## config.mk

```make
export PLATFORM = sky130hd
export DESIGN_NAME = audio_ser_tx
export DESIGN_NICKNAME = d
export VERILOG_FILES = /design/src/rtl/audio_ser_tx_pkg.sv /design/src/rtl/atx_edge_det.sv /design/src/rtl/atx_start_det.sv /design/src/rtl/atx_shifter.sv /design/src/rtl/audio_ser_tx.sv
export SDC_FILE = /design/constraint.sdc
export NUM_CORES = 1
export LEC_CHECK = 0
export ABC_AREA = 1
export BUFFER_PORTS_ARGS = -buffer_cell sky130_fd_sc_hd__buf_2
export CORE_ASPECT_RATIO = 1.75
export CORE_MARGIN = 1
export CORE_UTILIZATION = 25
export DETAILED_ROUTE_END_ITERATION = 12
export PLACE_DENSITY_LB_ADDON = 0.2
export SLEW_MARGIN = 5
export SYNTH_ARGS = -nofsm -noshare
export SYNTH_HDL_FRONTEND = slang
export SYNTH_SLANG_ARGS = --single-unit
```

## constraint.sdc

```tcl
create_clock -name clk_i -period 4 [get_ports clk_i]
set_clock_uncertainty 0.05 [all_clocks]
set_input_delay 0.6 -clock clk_i [delete_from_list [all_inputs] [get_ports clk_i]]
set_output_delay 0.6 -clock clk_i [all_outputs]
set_load 0.02 [all_outputs]
```

## src/rtl/audio_ser_tx_pkg.sv

```systemverilog
package audio_ser_tx_pkg;
  typedef enum logic {
    CH_RIGHT = 1'b0,
    CH_LEFT  = 1'b1
  } chan_e;

  typedef struct packed {
    logic  launch;
    logic  start;
    chan_e chan;
  } frame_evt_t;
endpackage

```

## src/rtl/atx_edge_det.sv

```systemverilog
module atx_edge_det (
  input  logic clk_i,
  input  logic rst_ni,
  input  logic bclk_i,
  input  logic bclk_inv_i,
  output logic launch_o
);
  logic bclk_q;

  always_ff @(posedge clk_i or negedge rst_ni) begin
    if (!rst_ni) bclk_q <= 1'b0;
    else         bclk_q <= bclk_i;
  end

  // launch edge: falling when not inverted, rising when inverted
  always_comb begin
    if (bclk_inv_i) launch_o = bclk_i & ~bclk_q;
    else            launch_o = ~bclk_i & bclk_q;
  end
endmodule

```

## src/rtl/atx_start_det.sv

```systemverilog
module atx_start_det
  import audio_ser_tx_pkg::*;
(
  input  logic       clk_i,
  input  logic       rst_ni,
  input  logic       launch_i,
  input  logic       wclk_i,
  input  logic       lrclk_i,
  input  logic       trig_lr_i,
  output frame_evt_t evt_o
);
  logic frm_cur, frm_q, start;

  assign frm_cur = trig_lr_i ? lrclk_i : wclk_i;

  always_ff @(posedge clk_i or negedge rst_ni) begin
    if (!rst_ni)       frm_q <= 1'b0;
    else if (launch_i) frm_q <= frm_cur;
  end

  always_comb begin
    if (trig_lr_i) start = frm_cur ^ frm_q;
    else           start = frm_cur & ~frm_q;
  end

  assign evt_o.launch = launch_i;
  assign evt_o.start  = launch_i & start;
  assign evt_o.chan   = lrclk_i ? CH_LEFT : CH_RIGHT;
endmodule

```

## src/rtl/atx_shifter.sv

```systemverilog
module atx_shifter #(
  parameter int W = 24
) (
  input  logic         clk_i,
  input  logic         rst_ni,
  input  logic         launch_i,
  input  logic         start_i,
  input  logic         dly_i,
  input  logic [W-1:0] sample_i,
  output logic         bit_o
);
  localparam int CW = $clog2(W + 1);

  logic [W-1:0]  shreg;
  logic [CW-1:0] left_cnt;

  always_ff @(posedge clk_i or negedge rst_ni) begin
    if (!rst_ni) begin
      shreg    <= '0;
      left_cnt <= '0;
      bit_o    <= 1'b0;
    end else if (launch_i) begin
      if (start_i) begin
        if (dly_i) begin
          shreg    <= sample_i;
          left_cnt <= CW'(W);
          bit_o    <= 1'b0;
        end else begin
          shreg    <= {sample_i[W-2:0], 1'b0};
          left_cnt <= CW'(W - 1);
          bit_o    <= sample_i[W-1];
        end
      end else if (left_cnt != '0) begin
        shreg    <= {shreg[W-2:0], 1'b0};
        left_cnt <= left_cnt - 1'b1;
        bit_o    <= shreg[W-1];
      end else begin
        bit_o <= 1'b0;
      end
    end
  end
endmodule

```

## src/rtl/audio_ser_tx.sv

```systemverilog
module audio_ser_tx
  import audio_ser_tx_pkg::*;
#(
  parameter int W = 24
) (
  input  logic         clk_i,
  input  logic         rst_ni,
  input  logic         bclk_i,
  input  logic         wclk_i,
  input  logic         lrclk_i,
  input  logic         bclk_inv_i,
  input  logic         trig_lr_i,
  input  logic         msb_dly_i,
  input  logic         mute_i,
  input  logic [W-1:0] left_i,
  input  logic [W-1:0] right_i,
  output logic         sdata_o
);
  logic         launch;
  frame_evt_t   evt;
  logic [W-1:0] sample_sel;
  logic         tx_bit;

  atx_edge_det u_edge (
    .clk_i      (clk_i),
    .rst_ni     (rst_ni),
    .bclk_i     (bclk_i),
    .bclk_inv_i (bclk_inv_i),
    .launch_o   (launch)
  );

  atx_start_det u_start (
    .clk_i     (clk_i),
    .rst_ni    (rst_ni),
    .launch_i  (launch),
    .wclk_i    (wclk_i),
    .lrclk_i   (lrclk_i),
    .trig_lr_i (trig_lr_i),
    .evt_o     (evt)
  );

  assign sample_sel = (evt.chan == CH_LEFT) ? left_i : right_i;

  atx_shifter #(.W(W)) u_shift (
    .clk_i    (clk_i),
    .rst_ni   (rst_ni),
    .launch_i (evt.launch),
    .start_i  (evt.start),
    .dly_i    (msb_dly_i),
    .sample_i (sample_sel),
    .bit_o    (tx_bit)
  );

  assign sdata_o = tx_bit & ~mute_i;
endmodule

```

==> parameters.txt, run 1 <==
Parameter                              Value

Run status
  Outcome ... complete, but fails checks
  Violated checks ... DRC

Floorplan
  I/O pin cnt ... a little under 60
  Chip Height ... 129.1 um
  Initial Utilization ... about a quarter
  DIE AREA ... roughly 9600 um2
  Std cell rows ... 46
  Die width ... about 75 um
  Core Box Area ... 9036 um2

Clock tree
  Clock tree buffer depth ... 2
  Latest clock arrival within the worst-skew pair ... around 270 ps
  Post-CTS Setup Bufs ... 0
  Cts repair resizes ... 0
  CTS tree ... built
  CTS hold repair buffers ... 0
  Number of CTS-inserted buffers ... 5
  Root cell of the clock tree ... sky130_fd_sc_hd__clkbuf_16
  Number of sinks on the clock net ... 32
  Clk slew on worst S/H paths ... 50 ps
  Maximum level of the CTS H-tree ... 2

Drt
  WL per Instance ... 11.66 um
  Number of violations reported at the end of detailed-routing iteration 0 ... 105
  DRC violations left ... 1
  DRT Wirelength ... 6191 um
  Initial DRT Pass Iterations ... 8
  Vias after detailed routing ... roughly 2,400
  Number of routed nets with antenna violations ... 0
  Detail-routed via count per cell ... about 4.5

Timing
  Least-Margin Pin Slew ... 769.5 ps
  Finish-stage setup viols ... 0
  Final cycle utilization of the critical path ... a little over three fifths
  Post-route worst hold slack ... around 340 ps
  Setup TNS ... 0 ps
  Highest attainable clock frequency ... approximately 400 MHz
  Clock period minus worst slack ... 2523 ps
  Final-report max-slew violation count ... 0
  Slew headroom ... 48.38%
  Final hold violation count ... 0
  RSZ-0062 raised after global routing ... no

Cells and area
  Diode insertion count for antenna repair ... 0
  Utilization after layout ... 30.61%
  Fin nets ... 470
  Commonest cells after routing, fill and taps aside ... 168 x sky130_fd_sc_hd__nand2_1, 88 x sky130_fd_sc_hd__nand3_1, 57 x sky130_fd_sc_hd__buf_2
  Synth-to-layout area growth ... 19.84%
  Layout cell share with drive strength beyond 1 ... a little under a fifth
  Fill cells ... about 1,000
  Most frequent standard cell in the layout excluding fill and tap cells ... sky130_fd_sc_hd__nand2_1
  Fin area ... about 2800 um2

Yosys
  Synth warn ... 0
  Top area cells in the synthesized netlist ... sky130_fd_sc_hd__dfrtp_1 35%, sky130_fd_sc_hd__nand2_1 27%, sky130_fd_sc_hd__nand3_1 19%
  Synthesized area per cell ... roughly 6.3 um2
  Post-Synthesis Cells ... approximately 360
  Register area share after synthesis ... 34.69%
  Share of Yosys cell area claimed by the top area cell type ... between 30% and 40%
  Mapped cell area ... 2308 um2
  Number of nets in the synthesized netlist ... around 420
  Post-synth top area cell ... sky130_fd_sc_hd__dfrtp_1
  Synth Register Bits ... 32
  Post-synthesis cell type count ... 25

Setup path
  Kind of end point of the critical path ... register
  Type of the setup path with the least slack ... in2reg
  Dominant cell type by count on the critical path ... sky130_fd_sc_hd__nand2_1
  Critical path's largest stage delay ... roughly 380 ps
  Crit path launch type ... primary input
  Cell with the biggest individual delay on the critical path ... sky130_fd_sc_hd__buf_2
  Arr. time, crit path ... ~2600 ps
  Data required time of the critical path ... approximately 4100 ps
  Cell chain of the critical path ... buf_2, inv_2, a21oi_1, ha_1, nand2_1, o21ai_2, inv_2, nand2_4, nand2_4, inv_4, nand2_1, nand2_1
  Largest fanout on the critical path ... 30
  Internal reg-to-reg setup slack ... between 1500 and 2000 ps

Global routing
  Vias in the first global route ... 2,267
  Wire length of the first global-routing pass ... roughly 10,000 um
  Number of antenna violations at the first check in global routing ... 0
  Overflow after GRT ... 0
  Pin count of the biggest net entering global routing ... 33
  GR Util All Layers ... 13.96%

Hold path
  Worst hold-check path type ... in2async

Placement
  Input/output buffers ... 57
  Post-detail-place hpwl ... between 4000 and 5000 um
  Routability Congestion ... approximately 0.75
  Post-Place Cell Area ... between 2000 and 3000 um2

Pwr
  Max IR drop VDD ... 0.1579 mV
  Power density over the cells ... 493.5 nW/um2
  Leakage power of the design ... ~1.6 nW
  Total power draw ... 0.001365 W

Job
  Max capacitance violation total ... 0
path summary, 6_finish.rpt:
path	cells past startpoint	startpoint	to
max	12	lrclk_i	u_shift.shreg[18]
min	1	rst_ni	u_edge.bclk_q
max reg2reg	9	u_start.frm_q	u_shift.shreg[18]
min reg2reg	2	u_shift.left_cnt[4]	u_shift.left_cnt[4]
max in group asynchronous	1	rst_ni	u_shift.shreg[7]
min in group clk_i	2	u_shift.left_cnt[4]	u_shift.left_cnt[4]
critical path, delay by kind of cell:
| family | cells | cell delay (ps) |
|---|---|---|
| AO/OA/AOI/OAI | 2 | 280 |
| adder cells (fa/ha/maj) | 1 | 260 |
| buffers and inverters | 4 | 710 |
| AND/OR/NAND/NOR | 5 | 750 |
cells by family (layout without fill, tap and decap cells):
kind of cell | Yosys count | after routing | share of synthesized area [%]
buffers and inverters | 54 | 101 | 11.27
xor gates and xnor gates | 1 | 1 | 0.3795
DFF | 32 | 32 | 34.69
and+or+nand+nor | 270 | 270 | 51.17
adders and majority gates | 2 | 2 | 1.084
AOI/OAI and AO/OA | 5 | 5 | 1.409
metrics by stage:
step                setup slack, ps  instances
finish                         1477        531
CTS                            1415        531
global route                   1193        531
global placement               1187        524
floorplan                      1745        364
detailed placement             1130        524
power breakdown:
| group | switching (W) | internal [W] |
|---|---|---|
| logic | 0.000274 | 0.000189 |
| registers | 0.0000815 | 0.000461 |
| clock network | 0.000134 | 0.000226 |
final cells by class:
| class | count | area [um2] | share of cell area (%) |
|---|---|---|---|
| clock buffer | 6 | 128.9 | 4.659 |
| sequential | 32 | 800.8 | 28.95 |
| clock inverter | 1 | 5.005 | 0.1809 |
| multi-input combinational | 278 | 1247 | 45.09 |
| tap | 120 | 150.1 | 5.427 |
| timing repair buffer | 59 | 300.3 | 10.85 |
| inverter | 35 | 133.9 | 4.839 |
per-layer routing:
layer / GRT usage, % / wire length (um) / vias to the layer above
met5: 0 / 0 / -
met4: 4.772 / 99 / 0
met3: 1.322 / 193 / 7
met2: 25.33 / 3295 / 52
met1: 16.66 / 2602 / 1070
li1: - / - / 1247
synth_stat cells:
library cell and n:
sky130_fd_sc_hd__clkbuf_1 2, sky130_fd_sc_hd__xnor2_1 1, sky130_fd_sc_hd__inv_2 2, sky130_fd_sc_hd__o21ai_0 1
sky130_fd_sc_hd__a21oi_1 2, sky130_fd_sc_hd__nand3_2 2, sky130_fd_sc_hd__nand4_1 4, sky130_fd_sc_hd__buf_2 11
sky130_fd_sc_hd__a21oi_2 1, sky130_fd_sc_hd__nor2_2 1, sky130_fd_sc_hd__buf_6 3, sky130_fd_sc_hd__inv_1 31
sky130_fd_sc_hd__buf_4 2, sky130_fd_sc_hd__nor2_1 2, sky130_fd_sc_hd__o21ai_2 1, sky130_fd_sc_hd__dfrtp_1 32
sky130_fd_sc_hd__inv_4 1, sky130_fd_sc_hd__buf_8 1, sky130_fd_sc_hd__ha_1 2, sky130_fd_sc_hd__nand2_2 1
sky130_fd_sc_hd__nand2_4 3, sky130_fd_sc_hd__nand3b_2 1, sky130_fd_sc_hd__clkinv_1 1, sky130_fd_sc_hd__nand3_1 88
sky130_fd_sc_hd__nand2_1 168
flip-flops by register name, summed over array words and instances, names as in the netlist:
register	flops
u_shift.left_cnt	5
u_shift.shreg	24
u_edge.bclk_q	1
u_shift.bit_o	1
u_start.frm_q	1
Note: power is estimated with default switching activity, not from simulation.
==> run 2, diff against run 1 <==
Clock period 4 ns to 2.5 ns, I/O delays scaled along.
==> run 2 against run 1 <==
The run still ends with DRC left. Critical path depth is the same. Worst hold slack lost 220 ps. Design area grew 1.9%. Utilization grew 0.58 points. Via count grew 1.9%. Die area is the same. Global-route usage grew 1.1 points. Non-clock buffer count grew 5. Sequential cell count is the same. Total power grew 64%. Register-to-register slack lost 1300 ps. Critical path type unchanged. Critical endpoint is now u_shift.left_cnt[2]. Largest cell class unchanged.
==> parameters.txt, run 2 (same netlist as run 1, synthesis figures left out) <==
Parameter                              Value

Run status
  Outcome ... complete, but fails checks
  Violated checks ... DRC

Setup path
  Crit path launch type ... primary input
  Cell with the biggest individual delay on the critical path ... sky130_fd_sc_hd__ha_1
  Type of the setup path with the least slack ... in2reg
  Arr. time, crit path ... 2130 ps (-510 ps)
  Largest fanout on the critical path ... 24 (-20%)
  Data required time of the critical path ... 2660 ps (-1450 ps)
  Dominant cell type by count on the critical path ... sky130_fd_sc_hd__nand2_1
  Number of buffers and inverters on the critical path ... 3 (-1)
  Kind of end point of the critical path ... register
  Cell chain of the critical path ... buf_2, nor2_1, a21oi_1, ha_1, nand2_1, o21ai_2, inv_2, nand2_4, nand2_4, inv_4, nand2_1, nand2_1
  Critical path's largest stage delay ... 280 ps (-100 ps)
  Cell class contributing the biggest share of worst-path delay ... simple AND/OR/NAND/NOR gates

Placement
  Post-detail-place hpwl ... 4599 um (+4.8%)
  Worst setup slack before clock tree synthesis ... 226.4 ps (-903.8 ps)
  Routability Congestion ... 0.7933 (+5.8%)
  Input/output buffers ... 57 (unchanged)
  Placed Cells ... 529 (+0.95%)

Timing
  Final hold violation count ... 0 (unchanged)
  Final worst-path setup slack ... 536.2 ps (-940.8 ps)
  Highest attainable clock frequency ... 509.2 MHz
  Final-report max-slew violation count ... 0 (unchanged)
  Final cycle utilization of the critical path ... between 70% and 80%
  RSZ-0062 raised after global routing ... no
  Clock period minus worst slack ... 1964 ps
  Slew headroom ... 48.80% (+0.42 points)
  Setup TNS ... 0 ps (unchanged)
  Finish-stage setup viols ... 0 (unchanged)
  Least-Margin Pin Slew ... 768.0 ps (-1.517 ps)

Clock tree
  Clk slew on worst S/H paths ... 50 ps (about the same)
  Post-CTS Setup Bufs ... 0 (unchanged)
  Number of sinks on the clock net ... 32 (unchanged)
  Maximum level of the CTS H-tree ... 2 (unchanged)
  Root cell of the clock tree ... sky130_fd_sc_hd__clkbuf_16
  Clock tree buffer depth ... 2 (unchanged)
  CTS tree ... built
  Latest clock arrival within the worst-skew pair ... 280 ps (about the same)
  Cts repair resizes ... 0 (unchanged)
  Number of CTS-inserted buffers ... 5 (unchanged)
  CTS hold repair buffers ... 0 (unchanged)

Cells and area
  Fin nets ... 475 (+1.1%)
  Regs by FF count ... u_shift.shreg (24), u_shift.left_cnt (5)
  Synth-to-layout area growth ... 22.11%
  Number of flip-flops under the largest register name ... 24 (unchanged)
  Layout cell share with drive strength beyond 1 ... 20.38% (+1.4 points)
  Register cell area after layout ... 800.8 um2 (unchanged)
  Commonest cells after routing, fill and taps aside ... 168 x sky130_fd_sc_hd__nand2_1, 88 x sky130_fd_sc_hd__nand3_1, 57 x sky130_fd_sc_hd__buf_2
  Most frequent standard cell in the layout excluding fill and tap cells ... sky130_fd_sc_hd__nand2_1
  Multi-input logic area ... 1247 um2 (unchanged)
  Fill cells ... 1,017 (-2.4%)
  Largest register by flop count ... u_shift.shreg
  Diode insertion count for antenna repair ... 0 (unchanged)
  Post-layout instance count excluding filler cells ... 537 (+1.1%)

Drt
  Number of routed nets with antenna violations ... 0 (unchanged)
  Number of violations reported at the end of detailed-routing iteration 0 ... 123 (+17%)
  Detail-routed via count per cell ... 4.507 (+0.71%)
  Initial DRT Pass Iterations ... 8 (unchanged)
  Vias after detailed routing ... 2,420 (+1.9%)
  Post-route met1 wirelength ... 2832 um (+8.8%)
  DRT Wirelength ... 6448 um (+4.2%)
  DR top layer ... met4
  WL per Instance ... 12.01 um (+3.0%)
  Wire length on met3 ... 229 um (+19%)
  Met2 wire len ... 3183 um (-3.4%)
  DRC violations left ... 1 (unchanged)

Pwr
  Max IR drop VDD ... 0.2871 mV (+82%)
  Leakage power of the design ... 1.615 nW (+2.1%)
  Power density over the cells ... 794.2 nW/um2 (+61%)

Floorplan
  Die width ... 74.64 um (unchanged)
  Chip Height ... 129.1 um (unchanged)
  Initial Utilization ... 25.55% (unchanged)
  I/O pin cnt ... 58 (unchanged)
  Std cell rows ... 46 (unchanged)
  DIE AREA ... 9638 um2 (unchanged)
  Core Box Area ... 9036 um2 (unchanged)

Global routing
  GR Util All Layers ... 15.04% (+1.1 points)
  Vias in the first global route ... 2,390 (+5.4%)
  Number of antenna violations at the first check in global routing ... 0 (unchanged)
  Wire length of the first global-routing pass ... 11,080 um (+5.9%)
  Overflow after GRT ... 0 (unchanged)
  Pin count of the biggest net entering global routing ... 33 (unchanged)

Job
  Max capacitance violation total ... 0 (unchanged)

Hold path
  Worst hold-check path type ... in2async
run 2: changes by cell type in the layout (fill, tap and decap cells not counted):
cell,before,now
sky130_fd_sc_hd__buf_4,2,7
sky130_fd_sc_hd__clkbuf_8,0,1
sky130_fd_sc_hd__clkbuf_1,1,0
sky130_fd_sc_hd__clkinv_2,1,2
run 2: per-stage QoR:
step	util (%)	power [W]	cell area, um2	hold WS (ps)
after CTS	31.20	0.002272	2819	161.9
final	31.20	0.002239	2819	115.9
after floorplan	-	0.001452	2308	29.41
after global routing	31.20	0.002437	2819	188.7
after global placement	29.55	0.001622	2670	400.6
after detailed placement	29.55	0.001635	2670	410.2
run 2: final cells by class:
class                   count  share of cell area (%)
clock buffers               6                   4.927
inverters                  35                   4.749
clock inverters             2                  0.3551
multi-input cells         278                   44.25
flip-flops and latches     32                   28.41
repair buffers             64                   11.98
well taps                 120                   5.326
run 2: final timing paths:
check                                         start                   to  slack [ps]  cells past startpoint
worst min register to register  u_shift.left_cnt[4]  u_shift.left_cnt[4]         420                      2
max in group asynchronous                    rst_ni  u_shift.left_cnt[3]        1780                      1
worst min-delay path                         rst_ni     u_shift.shreg[0]         120                      1
worst max register to register  u_shift.left_cnt[0]  u_shift.left_cnt[2]         650                      8
worst max-delay path                      trig_lr_i  u_shift.left_cnt[2]         540                     12
min in group clk_i                           bclk_i        u_edge.bclk_q         200                      1
run 2: power by group:
group | internal, W | total [W] | switching [W]
sequential | 0.000738 | 0.000869 | 0.000131
clock | 0.000392 | 0.000619 | 0.000227
combinational | 0.000308 | 0.000751 | 0.000443
total | 0.00144 | 0.00224 | 0.000801
run 2: worst register-to-register path, cell delays in order, from the launching register on:
cell	delay [ps]
sky130_fd_sc_hd__dfrtp_1	390
sky130_fd_sc_hd__inv_1	100
sky130_fd_sc_hd__ha_1	220
sky130_fd_sc_hd__nand3b_2	160
sky130_fd_sc_hd__nand2_2	200
sky130_fd_sc_hd__nand2_4	210
sky130_fd_sc_hd__inv_4	280
sky130_fd_sc_hd__nand2_1	100
sky130_fd_sc_hd__nand2_1	80
run 2: routing by layer:
metal | vias up | track usage (%)
li1 | 1255 | -
met1 | 1090 | 18.46
met2 | 62 | 25.12
met5 | - | 0
met4 | 0 | 6.992
met3 | 13 | 2.488
